<file path="src/rtl/decade_pkg.sv">
package decade_pkg;

   typedef enum logic [1:0] {
      OP_HOLD  = 2'd0,
      OP_COUNT = 2'd1,
      OP_LOAD  = 2'd2
   } stage_op_e;

endpackage

</file>
<file path="src/rtl/decade_ctrl.sv">
module decade_ctrl
   import decade_pkg::*;
(
   input  logic      preset_n,
   input  logic      run_en,
   input  logic      chain_en,
   output stage_op_e op
);
   // preset outranks counting; enables only matter when no preset
   always_comb begin
      if (!preset_n)
         op = OP_LOAD;
      else if (run_en && chain_en)
         op = OP_COUNT;
      else
         op = OP_HOLD;
   end
endmodule

</file>
<file path="src/rtl/decade_next.sv">
module decade_next
   import decade_pkg::*;
#(
   parameter int MODULUS = 10,
   parameter int WIDTH   = 4
)(
   input  logic [WIDTH-1:0] cur,
   input  logic [WIDTH-1:0] load_val,
   input  stage_op_e        op,
   output logic [WIDTH-1:0] nxt
);
   localparam logic [WIDTH-1:0] LAST     = WIDTH'(MODULUS - 1);
   localparam bit               FULL_BIN = (MODULUS == (1 << WIDTH));

   logic [WIDTH-1:0] stepped;

   generate
      if (FULL_BIN) begin : g_plain
         // modulus fills the code space: natural wrap
         assign stepped = cur + WIDTH'(1);
      end else begin : g_mod
         // last code and any unused code return to zero
         assign stepped = (cur >= LAST) ? '0 : cur + WIDTH'(1);
      end
   endgenerate

   always_comb begin
      unique case (op)
         OP_LOAD:  nxt = load_val;
         OP_COUNT: nxt = stepped;
         default:  nxt = cur;
      endcase
   end
endmodule

</file>
<file path="src/rtl/decade_term.sv">
module decade_term #(
   parameter int MODULUS = 10,
   parameter int WIDTH   = 4
)(
   input  logic [WIDTH-1:0] cur,
   input  logic             chain_en,
   output logic             carry
);
   localparam logic [WIDTH-1:0] LAST = WIDTH'(MODULUS - 1);

   logic at_last;

   assign at_last = (cur == LAST);
   assign carry   = at_last & chain_en;
endmodule

</file>
<file path="src/rtl/decade_stage.sv">
module decade_stage
   import decade_pkg::*;
#(
   parameter int MODULUS = 10
)(
   input  logic                         clk,
   input  logic                         clear_n,
   input  logic                         preset_n,
   input  logic                         run_en,
   input  logic                         chain_en,
   input  logic [$clog2(MODULUS)-1:0]   preset_val,
   output logic [$clog2(MODULUS)-1:0]   value,
   output logic                         carry_out
);
   localparam int WIDTH = $clog2(MODULUS);

   generate
      if (MODULUS < 2) begin : g_bad_modulus
         $error("decade_stage: MODULUS must be at least 2");
      end
   endgenerate

   stage_op_e        op;
   logic [WIDTH-1:0] cur_q;
   logic [WIDTH-1:0] nxt;

   decade_ctrl u_ctrl (
      .preset_n (preset_n),
      .run_en   (run_en),
      .chain_en (chain_en),
      .op       (op)
   );

   decade_next #(.MODULUS(MODULUS), .WIDTH(WIDTH)) u_next (
      .cur      (cur_q),
      .load_val (preset_val),
      .op       (op),
      .nxt      (nxt)
   );

   decade_term #(.MODULUS(MODULUS), .WIDTH(WIDTH)) u_term (
      .cur      (cur_q),
      .chain_en (chain_en),
      .carry    (carry_out)
   );

   always_ff @(posedge clk or negedge clear_n) begin
      if (!clear_n)
         cur_q <= '0;
      else
         cur_q <= nxt;
   end

   assign value = cur_q;
endmodule

</file>
<file path="config.mk">
export PLATFORM = sky130hd
export DESIGN_NAME = decade_stage
export DESIGN_NICKNAME = d
export VERILOG_FILES = /design/src/rtl/decade_pkg.sv /design/src/rtl/decade_ctrl.sv /design/src/rtl/decade_next.sv /design/src/rtl/decade_term.sv /design/src/rtl/decade_stage.sv
export SDC_FILE = /design/constraint.sdc
export NUM_CORES = 1
export LEC_CHECK = 0
export ABC_AREA = 1
export ABC_CLOCK_PERIOD_IN_PS = 1400
export BUFFER_PORTS_ARGS = -buffer_cell sky130_fd_sc_hd__buf_2
export CELL_PAD_IN_SITES_DETAIL_PLACEMENT = 0
export CELL_PAD_IN_SITES_GLOBAL_PLACEMENT = 2
export CORE_MARGIN = 4
export CORE_UTILIZATION = 21
export DETAILED_ROUTE_END_ITERATION = 16
export PLACE_DENSITY = 0.8
export SYNTH_ARGS = -nofsm -noshare
export SYNTH_HDL_FRONTEND = slang
export SYNTH_SLANG_ARGS = --single-unit
export TNS_END_PERCENT = 50
</file>
<file path="constraint.sdc">
create_clock -name clk -period 1.4 [get_ports clk]
set_clock_uncertainty 0.2 [all_clocks]
set_input_delay 0 -clock clk [delete_from_list [all_inputs] [get_ports clk]]
set_output_delay 0 -clock clk [all_outputs]
set_load 0.03 [all_outputs]
</file>
==> metrics.md, run 1 <==
| Metric | Value |
|---|---|
| Peak supply drop | slightly above 0.5 mV |
| # setup viols final | 0 |
| Pre-CTS setup slack | -0.0121 ns |
| Synth warn | 0 |
| CP max FO | 2 |
| GR Util All Layers | 0.103 |
| Via-to-Cell Ratio | 4.15 |
| Synth Area in XOR/XNOR | 0.0273 |
| Area growth from synthesis to layout | 84.8% |
| Post-synthesis simple-gate area fraction | 0.348 |
| CTS buffer count | 3 |
| Core area | between 1000 and 1500 um^2 |
| Seq cells post-synth | 4 |
| GP Congestion | between 0.7 and 0.8 |
| Port buffer count | 13 |
| Most frequent cells in the layout | nand2_1, buf_2, dlygate4sd3_1, inv_1 |
| Clock Sinks | 4 |
| Fin crit share | 0.984 |
| Critical Path Source | value[1] |
| Final Hold Fails | 0 |
| Post-synthesis mux area share | 0 |
| Initial Util | 0.234 |
| Tmin final | approximately 1.4 ns |
| H-Tree Depth | 1 |
| Status | complete, no violations |
| Clk slew on worst S/H paths | 0.04 ns |
| Vias in the first global route | between 300 and 400 |
| Post-DP HPWL | roughly 650 um |
| Remaining DRCs | 0 |
| Largest net degree at the start of global routing | 8 |
| Hold Slack | 0.446 ns |
| Net count after synthesis | 60 |
| HP Class | in -> async |
| Clock buffer depth | 2 |
| Global-route wire length before repair | approximately 1600 um |
| Slew @ Worst Pin | about 0.34 ns |
| R2R depth | 5 |
| CP Class | reg -> out |
| Total grt overflow | 0 |
| Diode count | 0 |
| CTS tree | yes |
| Via count | approximately 380 |
| Die height | 47.1 um |
| Largest family of logic cells by synthesized area | simple AND/OR/NAND/NOR gates |
| Clock latency on the worst-skew pair | about 0.24 ns |
| Ports | 14 |
| Register area share after synthesis | 0.313 |
| DR iter-0 viols | 3 |
| Slew Viols, Final | 0 |
| Crit path capture type | primary output |
| FP Rows | 13 |
| Worst slew margin | 0.774 |
| Critical Path End | carry_out |
| Die footprint | 2210 um^2 |
| Die X | between 40 and 50 um |
| Cell Pwr Density | ~830 nW/um^2 |
| Synth cell types | 13 |
| MaxCap Viol Count | 0 |
| Setup slack after layout | about 0.023 ns |
| CP startpoint kind | register |
| Setup slack, reg-to-reg | roughly 0.030 ns |
| ANT nets after route | 0 |
| Fill cell count | ~160 |
| Layout net count | 90 |
| Worst r2r dst | value[2] |
| Initial antenna violation count | 0 |
| Area after DPL | around 420 um^2 |
| Compound-Gate Fraction of Synth Area | 0.0898 |
| Synth Area in Adders | 0.117 |
| 1st-pass router iterations | 2 |
| Layout cells sized above 1 | 0.434 |
| Pleak | around 0.31 nW |
| Clock root buffer | clkbuf_4 |
| Post-route cell area | a little under 600 um^2 |
| Arr. time, crit path | 1.18 ns |
| Unrepaired setup endpoints after global routing | true |
| Critical Path RT | roughly 1.2 ns |
| Reg-to-Reg Start | value[1] |
| Number of flip-flops in the largest register | 4 |
| Synthesized cell area | approximately 320 um^2 |
| Synth Area per Inst | 6.67 um^2 |
| Max Clk Rate | between 700 and 800 MHz |
| Mapped Cells | 48 |
| Detailed Route WL | between 900 and 1000 um |
| DR WL/cell | just over 10 um |
[power breakdown]
group / internal, mW / leakage (nW) / switching [mW]
clock network: 0.0958 / 0.0138 / 0.0459
logic: 0.0848 / 0.248 / 0.104
registers: 0.131 / 0.0452 / 0.0266
total: 0.311 / 0.307 / 0.177
[timing repair]
action                                  CTS  global route
cloned                                    0             0
endpoints found under the setup margin    2             5
hold buffers                              9             0
hold endpoints to repair                  8             0
pin swaps                                 0             6
buffers inserted                          1             1
gates resized for setup                   2             7
[layout make-up]
| cell class | count | area, um^2 | area share |
|---|---|---|---|
| tap | 15 | 18.8 | 0.0317 |
| timing repair buffer | 25 | 180 | 0.304 |
| clock buffer | 3 | 22.5 | 0.0381 |
| sequential | 4 | 103 | 0.173 |
| multi-input combinational | 35 | 234 | 0.395 |
| inverter | 9 | 33.8 | 0.0571 |
[cells by family after synthesis]
group | count (synthesis)
xor gates and xnor gates | 1
and+or+nand+nor | 26
adders and majority gates | 3
AOI/OAI and AO/OA | 5
DFF | 4
buffers and inverters | 9
[worst min-delay path by stage]
| stage | cells past startpoint | end | from |
|---|---|---|---|
| CTS | 3 | value[3] | clear_n |
| floorplan | 0 | value[0] | clear_n |
| finish | 3 | value[3] | clear_n |
| global placement | 1 | value[3] | clear_n |
| global route | 3 | value[3] | clear_n |
| detailed placement | 1 | value[3] | clear_n |
[cells in the mapped netlist, drive strengths merged]
cell type | n | area share
o21ai | 1 | 0.016
xor2 | 1 | 0.027
inv | 9 | 0.11
nor2 | 5 | 0.059
dfrtp | 4 | 0.31
nand3 | 6 | 0.094
nand4 | 1 | 0.020
ha | 3 | 0.12
nor3 | 1 | 0.016
nand2 | 13 | 0.16
a21oi | 4 | 0.074
[worst max-delay path, stage by stage (launching register included)]
cell and delay (ns):
dfrtp_2 0.40, inv_2 0.08, ha_4 0.13, nand2_1 0.05, nor3_2 0.10, buf_4 0.18
[through the flow]
| step | instances | total power, mW | setup TNS, ns | util |
|---|---|---|---|---|
| 3_3_place_gp | 77 | 0.300 | 0 | 0.309 |
| 6_report | 91 | 0.489 | 0 | 0.433 |
| 3_5_place_dp | 77 | 0.300 | -0.0121 | 0.309 |
| 5_1_grt | 91 | 0.534 | -0.214 | 0.433 |
| 4_1_cts | 90 | 0.470 | -0.00534 | 0.401 |
| 2_1_floorplan | 48 | 0.245 | 0 | - |
[layer usage]
| metal | vias to the layer above | GRT usage | wire length (um) |
|---|---|---|---|
| met5 | - | 0 | 0 |
| li1 | 205 | - | - |
| met3 | 0 | 0.0498 | 79 |
| met4 | 0 | 0.0166 | 0 |
| met1 | 162 | 0.133 | 393 |
| met2 | 11 | 0.160 | 445 |
No activity file was read; power rests on OpenSTA's default activity.
==> inputs of run 2 (changes only) <==
--- a/config.mk
+++ b/config.mk
@@ -7,7 +7,7 @@
 export LEC_CHECK = 0
 export ABC_AREA = 1
 export ABC_CLOCK_PERIOD_IN_PS = 1400
-export BUFFER_PORTS_ARGS = -buffer_cell sky130_fd_sc_hd__buf_2
+export BUFFER_PORTS_ARGS = -buffer_cell sky130_fd_sc_hd__buf_4
 export CELL_PAD_IN_SITES_DETAIL_PLACEMENT = 0
 export CELL_PAD_IN_SITES_GLOBAL_PLACEMENT = 2
 export CORE_MARGIN = 4
==> run 2 against run 1 <==
Net effect:
- die area did not move
- clock-buffer cell count rose by 1
- total power rose by 6.3%
- sequential power barely moved
- sequential share of layout area fell by 0.64 points
- setup slack got worse by 0.0048 ns
- flip-flop and latch count did not move
- maximum frequency fell by 0.35%
- via count rose by 6.1%
- final cell count rose by 2.2%
- highest routed layer is now met4
- combinational power rose by 7%
- largest cell class is now non-clock buffers
- largest power group unchanged
==> metrics.md, run 2 (synthesized netlist as in run 1, its figures left out) <==
| Metric | Value |
|---|---|
| Clk slew on worst S/H paths | 0.05 ns |
| Total grt overflow | 0 |
| Worst slew margin | 0.826 |
| FP Rows | 13 |
| Crit path capture type | primary output |
| Layout cells sized above 1 | 0.385 |
| Arr. time, crit path | approximately 1.2 ns |
| Global-route wire length before repair | about 1800 um |
| Pleak | between 0.3 and 0.4 nW |
| # setup viols final | 0 |
| Initial antenna violation count | 0 |
| Layout net count | 91 |
| Total Neg Setup Slack | 0 ns |
| Most frequent cells in the layout | buf_4, nand2_1, dlygate4sd3_1, inv_1 |
| HP Class | reg -> reg |
| CP max FO | 3 |
| Clock buffer depth | 2 |
| Area after DPL | about 460 um^2 |
| Final Hold Fails | 0 |
| Clock Sinks | 4 |
| CP Class | reg -> out |
| Cell Pwr Density | 845 nW/um^2 |
| Initial Util | 0.234 |
| H-Tree Depth | 1 |
| Via count | 401 |
| DR iter-0 viols | 1 |
| Setup slack after layout | between 0.015 and 0.02 ns |
| Unrepaired setup endpoints after global routing | true |
| Post-route cell area | roughly 610 um^2 |
| ANT nets after route | 0 |
| Register area | around 100 um^2 |
| DP Cell Count | slightly below 80 |
| Die X | 47.1 um |
| Slew @ Worst Pin | roughly 0.26 ns |
| Number of flip-flops in the largest register | 4 |
| Ports | 14 |
| Slew Viols, Final | 0 |
| Clock root buffer | clkbuf_4 |
| Leading cell type in the layout, fill and taps excluded | buf_4 |
| CTS tree | yes |
| Fill cell count | ~150 |
| Port buffer count | 13 |
| Remaining DRCs | 0 |
| Die height | 47.1 um |
| DR WL/cell | 10.3 um |
| Detailed Route WL | between 900 and 1000 um |
| Power consumption | 0.519 mW |
| CTS buffer count | 3 |
| Multi-input logic area | approximately 220 um^2 |
| Critical Path RT | 1.20 ns |
| Core area | 1370 um^2 |
| Post-DP HPWL | roughly 670 um |
| Vias in the first global route | between 400 and 500 |
| Area growth from synthesis to layout | 91.8% |
| GR Util All Layers | 0.110 |
| CP startpoint kind | register |
| MaxCap Viol Count | 0 |
| Status | complete, no violations |
| Fin cells | just over 90 |
| Die footprint | roughly 2200 um^2 |
| GP Congestion | 0.732 |
| Diode count | 0 |
| 1st-pass router iterations | 2 |
| Tmin final | approximately 1.4 ns |
| Largest net degree at the start of global routing | 8 |
| Fin crit share | 0.987 |
| Clock latency on the worst-skew pair | 0.25 ns |
| Max Clk Rate | a little over 700 MHz |
| Via-to-Cell Ratio | 4.31 |
| Peak supply drop | 0.358 mV |
| Pre-CTS setup slack | around 0.056 ns |
==> run 2: per-layer routing <==
layer | wire length [um] | GRT usage | part of all wire
met5 | 0 | 0 | 0
met4 | 14 | 0.0663 | 0.015
met3 | 48 | 0.0115 | 0.050
met1 | 376 | 0.122 | 0.39
met2 | 523 | 0.201 | 0.54
==> run 2: critical path, stage by stage, from the launching register on <==
cell and delay, ns:
dfrtp_2 0.41, inv_2 0.08, ha_4 0.13, nand2_2 0.04, nor3_2 0.10, buf_4 0.18
==> run 2: what timing repair did <==
action                                 CTS  global route
setup endpoints to repair                1             5
setup buffers                            2             0
hold buffers                             9             0
endpoints found under the hold margin    8             0
pin swaps                                1             1
resized for setup                        2             2
==> run 2: cell type report <==
class,instances,share of cell area
Multi-Input combinational cell,35,0.350
Clock buffer,4,0.0428
Tap cell,15,0.0305
Timing Repair Buffer,26,0.354
Sequential cell,4,0.167
Inverter,9,0.0550
==> run 2: through the flow <==
step,util,hold WS (ns)
after global routing,0.450,0.471
after global placement,0.338,-0.401
final,0.450,0.441
after detailed placement,0.338,-0.401
after CTS,0.443,0.448
after floorplan,-,-0.496
==> run 2: where the power goes <==
| group | leakage [nW] | internal [mW] | total, mW | switching [mW] |
|---|---|---|---|---|
| combinational | 0.263 | 0.0983 | 0.202 | 0.104 |
| sequential | 0.0452 | 0.131 | 0.154 | 0.0236 |
| clock | 0.0150 | 0.107 | 0.162 | 0.0550 |
| total | 0.323 | 0.336 | 0.519 | 0.183 |
==> run 2: worst paths after layout <==
check                         start   endpoint  slack [ns]  depth (start not counted)
min                        value[0]   value[0]        0.44                          2
min reg2reg                value[0]   value[0]        0.44                          2
max                        value[1]  carry_out        0.02                          5
max reg2reg                value[0]   value[2]        0.03                          4
max in group asynchronous   clear_n   value[3]        0.35                          3
min in group asynchronous   clear_n   value[1]        0.47                          3
